==> config.mk <==
export PLATFORM = sky130hd
export DESIGN_NAME = mac_engine
export DESIGN_NICKNAME = d
export VERILOG_FILES = /design/src/rtl/mac_pkg.sv /design/src/rtl/mac_loop_ctr.sv /design/src/rtl/mac_mult.sv /design/src/rtl/mac_accum.sv /design/src/rtl/mac_engine.sv
export SDC_FILE = /design/constraint.sdc
export NUM_CORES = 1
export LEC_CHECK = 0
export ABC_AREA = 1
export BUFFER_PORTS_ARGS = -buffer_cell sky130_fd_sc_hd__buf_2
export CAP_MARGIN = 20
export CORE_UTILIZATION = 39
export DETAILED_ROUTE_END_ITERATION = 6
export PLACE_DENSITY = 0.64
export RECOVER_POWER = 50
export SKIP_LAST_GASP = 1
export SLEW_MARGIN = 10
export SYNTH_ARGS = -nofsm -noshare
export SYNTH_HDL_FRONTEND = slang
export SYNTH_SLANG_ARGS = --single-unit
==> constraint.sdc <==
create_clock -name clk -period 7.75 [get_ports clk]
set_input_delay 0.775 -clock clk [delete_from_list [all_inputs] [get_ports clk]]
set_output_delay 0.775 -clock clk [all_outputs]
set_load 0.02 [all_outputs]
==> src/rtl/mac_pkg.sv <==
// Shared types for the multiply-accumulate engine.
// Assumes nothing beyond being compiled before the modules that import it.
package mac_pkg;

    // Per-sample side information that travels alongside the product.
    typedef struct packed {
        logic vld;   // sample present
        logic load;  // replace accumulator rather than add
        logic rnd;   // round the result after this sample
        logic last;  // sample closes a run
    } mac_tag_t;

endpackage

==> src/rtl/mac_loop_ctr.sv <==
// Run counter: tracks how many samples remain in the current inner loop.
// Assumes cfg_len is held stable while a run is in progress; a length of
// 0 or 1 makes every sample a run on its own.
module mac_loop_ctr #(
    parameter int CNT_W = 8
) (
    input  logic             clk,
    input  logic             rst_n,
    input  logic             in_valid,
    input  logic [CNT_W-1:0] cfg_len,
    output logic             run_first,
    output logic             run_last
);

    logic [CNT_W-1:0] remain;   // 0 means no run open
    logic [CNT_W-1:0] cur;

    // Pick the count that applies to the sample now at the input.
    always_comb begin
        run_first = (remain == '0);
        cur       = run_first ? cfg_len : remain;
        run_last  = (cur <= CNT_W'(1));
    end

    // Step the counter only on valid samples.
    always_ff @(posedge clk) begin
        if (!rst_n) begin
            remain <= '0;
        end else if (in_valid) begin
            remain <= run_last ? '0 : cur - CNT_W'(1);
        end
    end


    first_load_chk: assert property (@(posedge clk) disable iff (!rst_n)
        (in_valid && run_first && cfg_len > CNT_W'(1)) |=> (remain == CNT_W'($past(cfg_len) - CNT_W'(1))));


    end_restart_chk: assert property (@(posedge clk) disable iff (!rst_n)
        (in_valid && run_last) |=> run_first);


    idle_hold_chk: assert property (@(posedge clk) disable iff (!rst_n)
        !in_valid |=> $stable(remain));

endmodule

==> src/rtl/mac_mult.sv <==
// First pipeline stage: extends operands per the sign setting, forms the
// full product, applies the Q15 doubling and optional negation, and
// registers the result together with the sample's tag.
// Assumes ACC_W is at least 2*OP_W+2 so no product bit is lost.
module mac_mult
    import mac_pkg::*;
#(
    parameter int OP_W  = 16,
    parameter int ACC_W = 40
) (
    input  logic                    clk,
    input  logic                    rst_n,
    input  logic                    is_signed,
    input  logic                    q15,
    input  logic                    neg,
    input  logic [OP_W-1:0]         op_a,
    input  logic [OP_W-1:0]         op_b,
    input  mac_tag_t                tag_in,
    output logic signed [ACC_W-1:0] prod_q,
    output mac_tag_t                tag_q
);

    localparam int EXT_W  = OP_W + 1;
    localparam int PROD_W = 2 * EXT_W;

    logic signed [EXT_W-1:0]  ext_a, ext_b;
    logic signed [PROD_W-1:0] prod_full;
    logic signed [ACC_W-1:0]  prod_wide, prod_fmt, prod_out;

    // Form the formatted, optionally negated product.
    always_comb begin
        ext_a     = {is_signed & op_a[OP_W-1], op_a};
        ext_b     = {is_signed & op_b[OP_W-1], op_b};
        prod_full = PROD_W'(ext_a) * PROD_W'(ext_b);
        prod_wide = ACC_W'(prod_full);
        prod_fmt  = q15 ? (prod_wide <<< 1) : prod_wide;
        prod_out  = neg ? -prod_fmt : prod_fmt;
    end

    // Capture the product and its tag.
    always_ff @(posedge clk) begin
        if (!rst_n) begin
            prod_q <= '0;
            tag_q  <= '0;
        end else begin
            tag_q <= tag_in;
            if (tag_in.vld) prod_q <= prod_out;
        end
    end


    zero_operand_chk: assert property (@(posedge clk) disable iff (!rst_n)
        (tag_in.vld && (op_a == '0 || op_b == '0)) |=> (prod_q == '0));

endmodule

==> src/rtl/mac_accum.sv <==
// Second pipeline stage: loads or adds the product into the accumulator,
// issues the end-of-run pulse and derives the 16-bit result word.
// Assumes the product arrives already formatted and sign-extended.
module mac_accum
    import mac_pkg::*;
#(
    parameter int OP_W  = 16,
    parameter int ACC_W = 40
) (
    input  logic                    clk,
    input  logic                    rst_n,
    input  logic signed [ACC_W-1:0] prod_q,
    input  mac_tag_t                tag_q,
    output logic signed [ACC_W-1:0] acc,
    output logic                    done,
    output logic [OP_W-1:0]         res
);

    localparam logic [ACC_W-1:0] RND_K = ACC_W'(1) << (OP_W - 1);

    logic             rnd_q;
    logic [ACC_W-1:0] res_sum;

    // Update the accumulator and output flags.
    always_ff @(posedge clk) begin
        if (!rst_n) begin
            acc   <= '0;
            done  <= 1'b0;
            rnd_q <= 1'b0;
        end else begin
            done <= tag_q.vld & tag_q.last;
            if (tag_q.vld) begin
                acc   <= tag_q.load ? prod_q : acc + prod_q;
                rnd_q <= tag_q.rnd;
            end
        end
    end

    // Take the result word, adding half an LSB when rounding.
    always_comb begin
        res_sum = acc + (rnd_q ? RND_K : '0);
        res     = res_sum[2*OP_W-1:OP_W];
    end


    load_path_chk: assert property (@(posedge clk) disable iff (!rst_n)
        (tag_q.vld && tag_q.load) |=> (acc == $past(prod_q)));


    idle_acc_chk: assert property (@(posedge clk) disable iff (!rst_n)
        !tag_q.vld |=> $stable(acc));


    done_source_chk: assert property (@(posedge clk) disable iff (!rst_n)
        done |-> $past(tag_q.vld && tag_q.last));

endmodule

==> src/rtl/mac_engine.sv <==
// Top of the multiply-accumulate engine: run counter, product stage and
// accumulator stage in a two-register pipeline.
// Assumes configuration inputs change only between runs.
module mac_engine
    import mac_pkg::*;
#(
    parameter int OP_W  = 16,
    parameter int ACC_W = 40,
    parameter int CNT_W = 8
) (
    input  logic             clk,
    input  logic             rst_n,
    input  logic             cfg_q15,
    input  logic             cfg_signed,
    input  logic [CNT_W-1:0] cfg_loop_len,
    input  logic             in_valid,
    input  logic [OP_W-1:0]  in_a,
    input  logic [OP_W-1:0]  in_b,
    input  logic             in_neg,
    input  logic             in_acc,
    input  logic             in_rnd,
    output logic             out_valid,
    output logic [ACC_W-1:0] out_acc,
    output logic [OP_W-1:0]  out_res
);

    logic                    run_first, run_last;
    mac_tag_t                tag_in, tag_q;
    logic signed [ACC_W-1:0] prod_q;
    logic signed [ACC_W-1:0] acc_q;

    mac_loop_ctr #(.CNT_W(CNT_W)) u_ctr (
        .clk       (clk),
        .rst_n     (rst_n),
        .in_valid  (in_valid),
        .cfg_len   (cfg_loop_len),
        .run_first (run_first),
        .run_last  (run_last)
    );

    // Bundle per-sample control; a new run always loads.
    always_comb begin
        tag_in.vld  = in_valid;
        tag_in.load = ~in_acc | run_first;
        tag_in.rnd  = in_rnd;
        tag_in.last = run_last;
    end

    mac_mult #(.OP_W(OP_W), .ACC_W(ACC_W)) u_mult (
        .clk       (clk),
        .rst_n     (rst_n),
        .is_signed (cfg_signed),
        .q15       (cfg_q15),
        .neg       (in_neg),
        .op_a      (in_a),
        .op_b      (in_b),
        .tag_in    (tag_in),
        .prod_q    (prod_q),
        .tag_q     (tag_q)
    );

    mac_accum #(.OP_W(OP_W), .ACC_W(ACC_W)) u_acc (
        .clk    (clk),
        .rst_n  (rst_n),
        .prod_q (prod_q),
        .tag_q  (tag_q),
        .acc    (acc_q),
        .done   (out_valid),
        .res    (out_res)
    );

    assign out_acc = acc_q;


    latency_chk: assert property (@(posedge clk) disable iff (!rst_n)
        (in_valid && run_last) |=> ##1 out_valid);

endmodule

## Word-level counts from Yosys, hierarchy flattened

Cells that the tools add are included.

| word-level totals | value |
|---|---|
| bits in registers | 94 |
| input port bits | 48 |
| output and inout bits | 57 |
| logic and storage cells | 27 |

| cells by class | value |
|---|---|
| add/subtract/negate cells | 4 |
| multipliers | 1 |
| order comparisons | 1 |
| multiplexer cells | 6 |
| bitwise gates (word level) | 5 |
| reductions and logical operators | 1 |

Operator list:

| operator | count |
|---|---|
| 2-to-1 mux 40 bit | 2 |
| adder 40 bit | 1 |
| negator 35 -> 40 bit | 1 |
| multiplier 17 x 17 -> 34 bit | 1 |
| 2-to-1 mux 34 bit | 1 |
| adder 32 bit | 1 |
| 2-to-1 mux 16 bit | 1 |
| 2-to-1 mux 8 bit | 2 |
| <= comparator 8 x 1 -> 1 bit (second input constant) | 1 |
| logical NOT 8 bit | 1 |
| subtractor 8 x 1 -> 8 bit (second input constant) | 1 |
| AND 1 bit | 3 |
| inverter 1 bit | 1 |
| bitwise OR 1 bit | 1 |

## Depth between registers and ports, before layout

Gate-level depths: netlist (run 1).

| depth | value |
|---|---|
| depth after elaboration | 5 |
| mapped depth | 40 |
| gate-level depth less buffers | 38 |

## By module

A second synthesis (run 1) with hierarchy kept.

| second synthesis, totals | value |
|---|---|
| cells, all modules | 3,273 |
| area, all modules | 21,389.3 sq um |

Modules (own cells, without submodules):

| module | times used | cells each | area an instance (sq um) | sequential area each (sq um) |
|---|---|---|---|---|
| mac_mult | 1 | 2,253 | 15,601.2 | 880.8 |
| mac_accum | 1 | 915 | 5,072.4 | 840.8 |
| mac_loop_ctr | 1 | 103 | 708.2 | 160.2 |
| mac_engine | 1 | 2 | 7.5 | 0.0 |

## Worst setup path before layout (run 1)

Ideal clock, no wire load.

| timing path | value |
|---|---|
| path kind | input port to flip-flop |
| start point | in in_a[15] |
| end point | reg u_mult.prod_q[32] |
| setup time | 109 ps |
| arrival | 6,835 ps |
| data required time | 7,641 ps |
| setup slack | 806 ps |
| cell stages on the path | 33 |
| buffers on the path | 2 |
| path through | clkbuf_1 > nand2_1 > inv_1 > clkbuf_1 > nand2_1 > inv_1 > fa_1 > fa_1 > inv_1 > fa_1 > fa_1 > inv_1 > fa_1 > fa_1 > ha_1 > nand2_1 > nor2_1 > and2_1 > and2_1 > nand2_1 > nand3_1 > nand3_1 > nand2_2 > nor2_2 > nand2_1 > nor2_1 > nand3_1 > nand2_1 > nand2_1 > nand2_1 > nand3_1 > nand2_1 > inv_1 |

| on the way | value |
|---|---|
| longest elaborated chain between the ends | 5 |

Ends and longest elaborated chain:

| what | line | text |
|---|---|---|
| start: declaration | mac_engine.sv:17 | `input logic [OP_W-1:0] in_a,` |
| AND 1 bit | mac_mult.sv:32 | `ext_a = {is_signed & op_a[OP_W-1], op_a};` |
| multiplier 17 x 17 -> 34 bit * | mac_mult.sv:34 | `prod_full = PROD_W'(ext_a) * PROD_W'(ext_b);` |
| 2-to-1 mux 34 bit * | mac_mult.sv:36 | `prod_fmt = q15 ? (prod_wide <<< 1) : prod_wide;` |
| negator 35 -> 40 bit | mac_mult.sv:37 | `prod_out = neg ? -prod_fmt : prod_fmt;` |
| 2-to-1 mux 40 bit * | mac_mult.sv:37 |  |
| end signal: assignment | mac_mult.sv:47 | `if (tag_in.vld) prod_q <= prod_out;` |
| end: declaration | mac_mult.sv:19 | `output logic signed [ACC_W-1:0] prod_q,` |

Every way passes the cells marked *; elsewhere a longest branch is shown, timed or not.
A chain may end at the register's enable or synchronous reset.

## Final worst setup path (run 1)

| timing path | value |
|---|---|
| start point | in cfg_signed |
| end point | reg u_mult.prod_q[34] |

| on the way | value |
|---|---|
| longest elaborated chain between the ends | 5 |
| elaborated cells on any way between the ends | 6 |
| classes of those cells | add/sub: 1; mul: 1; mux: 2; bitwise: 2 |

Ends and longest elaborated chain:

| what | line | text |
|---|---|---|
| start: declaration | mac_engine.sv:14 | `input logic cfg_signed,` |
| AND 1 bit (on tied branches) | mac_mult.sv:32, mac_mult.sv:33 |  |
| multiplier 17 x 17 -> 34 bit * | mac_mult.sv:34 |  |
| 2-to-1 mux 34 bit | mac_mult.sv:36 |  |
| negator 35 -> 40 bit | mac_mult.sv:37 |  |
| 2-to-1 mux 40 bit * | mac_mult.sv:37 |  |

Marked as above.

==> results.py, run 1 <==
metrics = {
    "status": {
        "status": "finished with violations",
        "failed_checks": "DRC, capacitance limit, slew limit",
    },
    "yosys": {
        "ys_types": 55,
        "ys_ff_latch": 94,
        "syn_inst": 2991,
        "synth-warning-count": 0,
        "seq_area_frac_synth_pct": 9.306,
        "syn-cell-area_sq_um": 20220,
        "synth_ff_type": "dfxtp_1",
        "synth.largest_area_cell": "fa_1",
        "netlist_top_cells_area": "fa_1 (29%), nand2_1 (15%), inv_1 (13%), dfxtp_1 (9.3%), ha_1 (7.9%)",
        "synth_top_cell_area_share_pct": 29.40,
        "postSynthAreaPerCell_sq_um": 6.761,
        "syn-num-nets": 3464,
        "synth_edf_count": 0,
        "async_flop_share_pct": 0,
    },
    "hold_path": {
        "min_from": "u_mult.tag_q[0]$_SDFF_PN0_",
        "hold_depth": 2,
        "holdCritPathClass": "register to register",
        "hold_path_end": "u_acc.done$_SDFF_PN0_",
    },
    "setup_path": {
        "reg2reg_from": "u_acc.acc[6]$_SDFFE_PN0P_",
        "worstReg2RegEnd": "u_acc.acc[21]$_SDFFE_PN0P_",
        "slowest_delay_ps": 660,
        "crit_arrival_ps": 7340,
        "cp-end-kind": "register",
        "cp-start-kind": "primary input",
        "critPathBufInv": 7,
        "path_class": "primary input to register",
        "ff2ff_path_depth": 12,
        "crit_slowest_cell": "fa_2",
        "cp_max_fo": 12,
        "crit_required_ps": 7990,
        "r2r_slack_ps": 4540,
        "path_delay_family": "adder cells",
    },
    "flow_run": {
        "max_cap_viol_count": 2,
    },
    "route": {
        "route.detailed.drc": 2,
        "drt_first_iter_violations": 1478,
        "wl_per_cell_um": 15.26,
        "vias_per_cell": 4.975,
        "first_pass_iters": 7,
        "wl_um": 56420,
        "ant_nets": 0,
        "num_vias": 18400,
    },
    "sta": {
        "tns_ps": 0,
        "final.min_clock_period_ps": 7102,
        "fin_crit_sh_pct": 91.64,
        "slew_headroom_pct": -21.98,
        "worst_slack_ps": 647.9,
        "finalSetupViolations": 0,
        "skew_ps": 9.329,
        "maxSlewViolCount": 97,
        "rsz0062_at_grt": "false",
        "hold_violations": 0,
        "fmax_ghz": 0.1408,
        "worst_pin_slew_ps": 1828,
    },
    "cells_and_area": {
        "layout.nets": 3486,
        "fillerInstances": 5528,
        "drive_gt1_share_pct": 5.799,
        "antenna_cells": 0,
        "syn2layout_area_growth_pct": 6.645,
    },
    "clock_tree": {
        "cts_tree": "done",
        "clock_sinks": 94,
        "clk_pin_slew_worst_paths_ps": 70,
        "cts-root-buf": "clkbuf_16",
        "cts_made_buffers": 9,
        "htreeDepth": 3,
        "clock_path_buffers": 2,
        "cts_setup_buffers": 0,
        "insertion_delay_ps": 360,
    },
    "placement": {
        "place_congestion": 0.9744,
        "portBuffers": 104,
        "dp.final_hpwl_um": 46390,
        "place_ws_ps": 270.4,
    },
    "floorplanning": {
        "initial_core_util_pct": 39.42,
        "coreArea_sq_um": 51300,
        "die-area_sq_um": 52770,
        "std_cell_rows": 83,
        "dieWidth_um": 229.7,
        "die_y_um": 229.7,
        "io_pins": 105,
    },
    "global_route": {
        "first_global_vias": 18630,
        "grt_pass1_wl_um": 94940,
        "grt_usage_pct": 22.23,
        "antenna_found_initial": 0,
        "overflow": 0,
        "grt_max_degree": 63,
    },
}
## routing by layer
metal / up-vias / wire, um / track usage, % / share of wire, %
li1: 9045 / - / - / -
met1: 8802 / 25430 / 30.11 / 45
met2: 483 / 27090 / 38.67 / 48
met3: 69 / 2901 / 1.823 / 5.1
met4: 0 / 1010 / 4.512 / 1.8
met5: - / 0 / 0 / 0
## cell usage in the layout (no fill, tap or decap), types with 24 or more instances in the layout
master / synthesis / layout
clkbuf_1: 99 / 48
dfxtp_1: 94 / 94
a21oi_1: 167 / 167
inv_1: 704 / 705
xor2_1: 36 / 36
buf_2: 6 / 56
ha_1: 128 / 128
o211ai_1: 24 / 24
nand2_1: 799 / 799
o21ai_0: 90 / 90
nor2_1: 163 / 163
nand3_1: 145 / 145
fa_1: 297 / 295
nand4_1: 36 / 36
## cell type report
| class | count | area [sq um] | share of cell area, % |
|---|---|---|---|
| flip-flops and latches | 94 | 1882 | 8.726 |
| multi-input cells | 2067 | 15210 | 70.54 |
| clock inverters | 5 | 63.81 | 0.2959 |
| clock buffers | 11 | 252.7 | 1.172 |
| repair buffers | 122 | 603.1 | 2.796 |
| well taps | 680 | 850.8 | 3.945 |
| inverters | 719 | 2700 | 12.52 |
## kinds of logic (layout without fill, tap and decap cells)
group / count (synthesis) / after routing / synth area share, %
flops: 94 / 94 / 9.306
simple gates: 1241 / 1241 / 25.84
compound gates: 344 / 344 / 9.572
buf+inv: 830 / 857 / 15.49
xor+xnor: 57 / 57 / 2.469
fa+ha+maj: 425 / 425 / 37.32
## per-stage QoR
step                      utilization, %  instance area, sq um  instances  hold slack [ps]
after global placement             41.50                 21290       3681            411.3
after CTS                          42.12                 21610       3697            436.3
after global routing               42.04                 21570       3698            463.4
after floorplan                        -                 20220       2991            404.5
after detailed placement           41.50                 21290       3681            422.8
final                              42.04                 21570       3698            426.0
## worst min-delay path: cells and delay by family (launching register included)
kind	cells	cell delay, ps
simple gates	2	100
flops	1	300
## synthesized netlist by cell type, types with 3 or more instances
| cell | n |
|---|---|
| nand2_1 | 799 |
| inv_1 | 704 |
| fa_1 | 297 |
| a21oi_1 | 167 |
| nor2_1 | 163 |
| nand3_1 | 145 |
| ha_1 | 128 |
| clkbuf_1 | 99 |
| dfxtp_1 | 94 |
| o21ai_0 | 90 |
| nand4_1 | 36 |
| xor2_1 | 36 |
| o211ai_1 | 24 |
| nand2_2 | 23 |
| nor2_2 | 22 |
| xnor2_1 | 21 |
| inv_2 | 13 |
| nor3_1 | 13 |
| a31oi_1 | 11 |
| a21o_1 | 9 |
| and2_1 | 8 |
| o21ai_1 | 8 |
| o221ai_1 | 7 |
| buf_2 | 6 |
| nor2_4 | 6 |
| nor4_1 | 6 |
| buf_1 | 5 |
| o21bai_1 | 5 |
| nand3_2 | 4 |
| or2_2 | 4 |
| a31o_2 | 3 |
| o2111ai_1 | 3 |
## state kept, by name, summed over array words and instances (netlist names)
| name | cells |
|---|---|
| u_mult.prod_q | 40 |
| u_acc.done | 1 |
| u_mult.tag_q | 4 |
| u_acc.rnd_q | 1 |
| u_acc.acc | 40 |
| u_ctr.remain | 8 |
## worst max-delay path by stage
stage | endpoint | cells after the start | start
after floorplan | u_mult.prod_q[32]$_SDFFE_PN0P_ | 33 | in_a[15]
after global placement | u_mult.prod_q[34]$_SDFFE_PN0P_ | 32 | cfg_signed
after detailed placement | u_mult.prod_q[34]$_SDFFE_PN0P_ | 31 | cfg_signed
after CTS | u_mult.prod_q[34]$_SDFFE_PN0P_ | 31 | cfg_signed
after global routing | u_mult.prod_q[34]$_SDFFE_PN0P_ | 33 | cfg_signed
final | u_mult.prod_q[34]$_SDFFE_PN0P_ | 32 | cfg_signed
## what timing repair did
action,in CTS,in global routing
resized for setup,0,2
hold buffers,0,0
setup endpoints to repair,0,3
Power of run 1 is not shown: default switching activity piles up to over one toggle a cycle in this logic, so the estimate is an artifact.
==> inputs of run 2 (changes only) <==
--- a/config.mk
+++ b/config.mk
@@ -5,12 +5,12 @@
 export SDC_FILE = /design/constraint.sdc
 export NUM_CORES = 1
 export LEC_CHECK = 0
-export ABC_AREA = 1
 export BUFFER_PORTS_ARGS = -buffer_cell sky130_fd_sc_hd__buf_2
 export CAP_MARGIN = 20
-export CORE_UTILIZATION = 39
+export CORE_UTILIZATION = 50
+export CTS_CLUSTER_DIAMETER = 120
 export DETAILED_ROUTE_END_ITERATION = 6
-export PLACE_DENSITY = 0.64
+export PLACE_DENSITY = 0.76
 export RECOVER_POWER = 50
 export SKIP_LAST_GASP = 1
 export SLEW_MARGIN = 10
==> results.py, run 2 <==
metrics = {
    "setup_path": {
        "crit_slowest_cell": "fa_1",
        "critPathBufInv": 4,
        "path_class": "primary input to register",
        "crit_arrival_ps": 7740,
        "cp-start-kind": "primary input",
        "crit_chain": "buf_2 > nand2_1 > fa_1 > fa_1 > fa_1 > inv_1 > fa_1 > fa_1 > inv_1 > fa_1 > inv_1 > ha_1 > and3_4 > a221oi_1 > a31oi_4 > a2111oi_4 > nor3_2 > a2111o_4 > nor2_4 > nand4_1 > a32o_1 > o31ai_1",
        "slowest_delay_ps": 560,
        "cp-end-kind": "register",
        "r2r_slack_ps": 3950,
        "path_delay_family": "adder cells",
        "crit_required_ps": 8010,
        "crit_path_frequent_cell": "fa_1",
        "cp_max_fo": 17,
    },
    "yosys": {
        "seq_area_frac_synth_pct": 9.831,
        "async_flop_share_pct": 0,
        "synth_top_cell_area_share_pct": 31.06,
        "synth_ff_type": "dfxtp_1",
        "synth-warning-count": 0,
        "syn_inst": 2328,
        "ys_types": 92,
        "postSynthAreaPerCell_sq_um": 8.222,
        "synth_common_cells": "inv_1 (333), fa_1 (297), nand2_1 (286)",
        "synth_edf_count": 0,
        "netlist_top_cells_area": "fa_1 (31%), dfxtp_1 (9.8%), ha_1 (8.4%), inv_1 (6.5%), nand2_1 (5.6%)",
        "ys_ff_latch": 94,
        "syn-num-nets": 2801,
        "synth.largest_area_cell": "fa_1",
        "synth.most_common_cell": "inv_1",
        "syn-cell-area_sq_um": 19140,
    },
    "global_route": {
        "overflow": 0,
        "antenna_found_initial": 0,
        "grt_pass1_wl_um": 81770,
        "first_global_vias": 17160,
        "grt_usage_pct": 25.52,
        "grt_max_degree": 84,
    },
    "cells_and_area": {
        "mostFrequentLayoutCells": "inv_1 (332), fa_1 (297), nand2_1 (286), nor2_1 (143), and2_1 (141)",
        "layout.nets": 2895,
        "drive_gt1_share_pct": 10.22,
        "seqCellArea_sq_um": 1884,
        "multi_input_area_sq_um": 15620,
        "reg_top3": "u_acc.acc: 40 flops, u_mult.prod_q: 40 flops, u_ctr.remain: 8 flops",
        "syn2layout_area_growth_pct": 8.903,
        "fillerInstances": 3498,
        "mostFrequentLayoutCell": "inv_1",
        "antenna_cells": 0,
    },
    "route": {
        "first_pass_iters": 7,
        "wl_per_cell_um": 16.33,
        "wl_um": 47960,
        "drt_first_iter_violations": 1095,
        "num_vias": 16700,
        "ant_nets": 0,
        "route.detailed.drc": 0,
        "vias_per_cell": 5.687,
    },
    "flow_run": {
        "max_cap_viol_count": 0,
    },
    "floorplanning": {
        "io_pins": 105,
        "std_cell_rows": 71,
        "initial_core_util_pct": 50.82,
        "dieWidth_um": 197.7,
        "coreArea_sq_um": 37670,
        "die-area_sq_um": 39070,
        "die_y_um": 197.7,
    },
    "clock_tree": {
        "cts_resized": 0,
        "clk_pin_slew_worst_paths_ps": 70,
        "cts_tree": "done",
        "cts_made_buffers": 9,
        "cts_setup_buffers": 0,
        "htreeDepth": 3,
        "clock_sinks": 94,
        "clock_path_buffers": 2,
        "cts-root-buf": "clkbuf_16",
        "cts_hold_buffers": 0,
        "insertion_delay_ps": 350,
    },
    "status": {
        "status": "completed",
    },
    "placement": {
        "portBuffers": 104,
        "dp.final_hpwl_um": 38890,
        "place_congestion": 0.9146,
    },
    "sta": {
        "hold_violations": 0,
        "fmax_ghz": 0.1337,
        "skew_ps": 8.339,
        "fin_crit_sh_pct": 96.52,
        "rsz0062_at_grt": "true",
        "final.min_clock_period_ps": 7480,
        "worst_pin_slew_ps": 890.7,
        "slew_headroom_pct": 40.62,
        "maxSlewViolCount": 0,
        "tns_ps": 0,
        "finalSetupViolations": 0,
    },
    "hold_path": {
        "holdCritPathClass": "register to register",
    },
}
run 2: changes by cell type in the layout (fill, tap and decap cells not counted), sizes merged, moves of 24 or more:
cell	previous run	this run
a21oi	168	128
a21o	9	37
nand2	822	286
a211oi	2	32
clkbuf	59	9
buf	74	190
xnor2	21	55
nor2	191	144
nand3	149	40
and2	9	142
nand4	37	13
and3	1	38
inv	719	333
run 2: worst paths after layout:
| check | start | endpoint | cells after the start |
|---|---|---|---|
| setup / recovery | in_b[4] | u_mult.prod_q[33]$_SDFFE_PN0P_ | 22 |
| hold / removal | u_mult.tag_q[0]$_SDFF_PN0_ | u_acc.done$_SDFF_PN0_ | 1 |
| setup reg to reg | u_mult.prod_q[0]$_SDFFE_PN0P_ | u_acc.acc[36]$_SDFFE_PN0P_ | 13 |
| hold reg to reg | u_mult.tag_q[0]$_SDFF_PN0_ | u_acc.done$_SDFF_PN0_ | 1 |
run 2: metal layers:
layer  up-vias  GRT usage, %  share of wire, %
met5         -             0                 0
met4         0         6.747               2.2
met3       107         3.705               6.0
met2       536         45.25                49
met1      8144         32.32                43
li1       7915             -                 -
run 2: cells by family after synthesis:
family	Yosys count	share of synthesized area [%]
muxes	22	1.177
AOI/OAI and AO/OA	487	17.08
and+or+nand+nor	779	19.96
buffers and inverters	440	8.740
adders and majority gates	425	39.43
DFF	94	9.831
xor gates and xnor gates	81	3.778
run 2: cell type report:
| type | count | share of cell area (%) |
|---|---|---|
| clock buffer | 9 | 1.080 |
| clock inverter | 6 | 0.3001 |
| inverter | 333 | 5.996 |
| multi-input combinational | 1794 | 74.92 |
| sequential | 94 | 9.040 |
| tap | 511 | 3.067 |
| timing repair buffer | 190 | 5.594 |
run 2: metrics by stage:
step / utilization [%] / std cells / instance area (sq um) / worst slack, ps / hold WS (ps)
after floorplan: - / 2328 / 19150 / -4.503 / 436.7
after global placement: 54.51 / 2922 / 20530 / 72.11 / 444.3
after detailed placement: 54.51 / 2922 / 20530 / -29.72 / 447.6
after CTS: 55.27 / 2937 / 20820 / 321.2 / 467.1
after global routing: 55.34 / 2937 / 20850 / -47.60 / 474.5
final: 55.34 / 2937 / 20850 / 270.0 / 461.1
run 2: worst register-to-register path, stage by stage (launching register included):
cell      delay, ps
dfxtp_1         370
ha_1            220
inv_1            70
fa_1            410
nor2b_1         140
o21ai_0         110
a21oi_1         280
o31ai_1         180
o31ai_1         570
a21oi_1         260
a211oi_1        510
o21a_1          250
mux2i_1         200
a31oi_1          90
Power of run 2 is left out for the same reason.
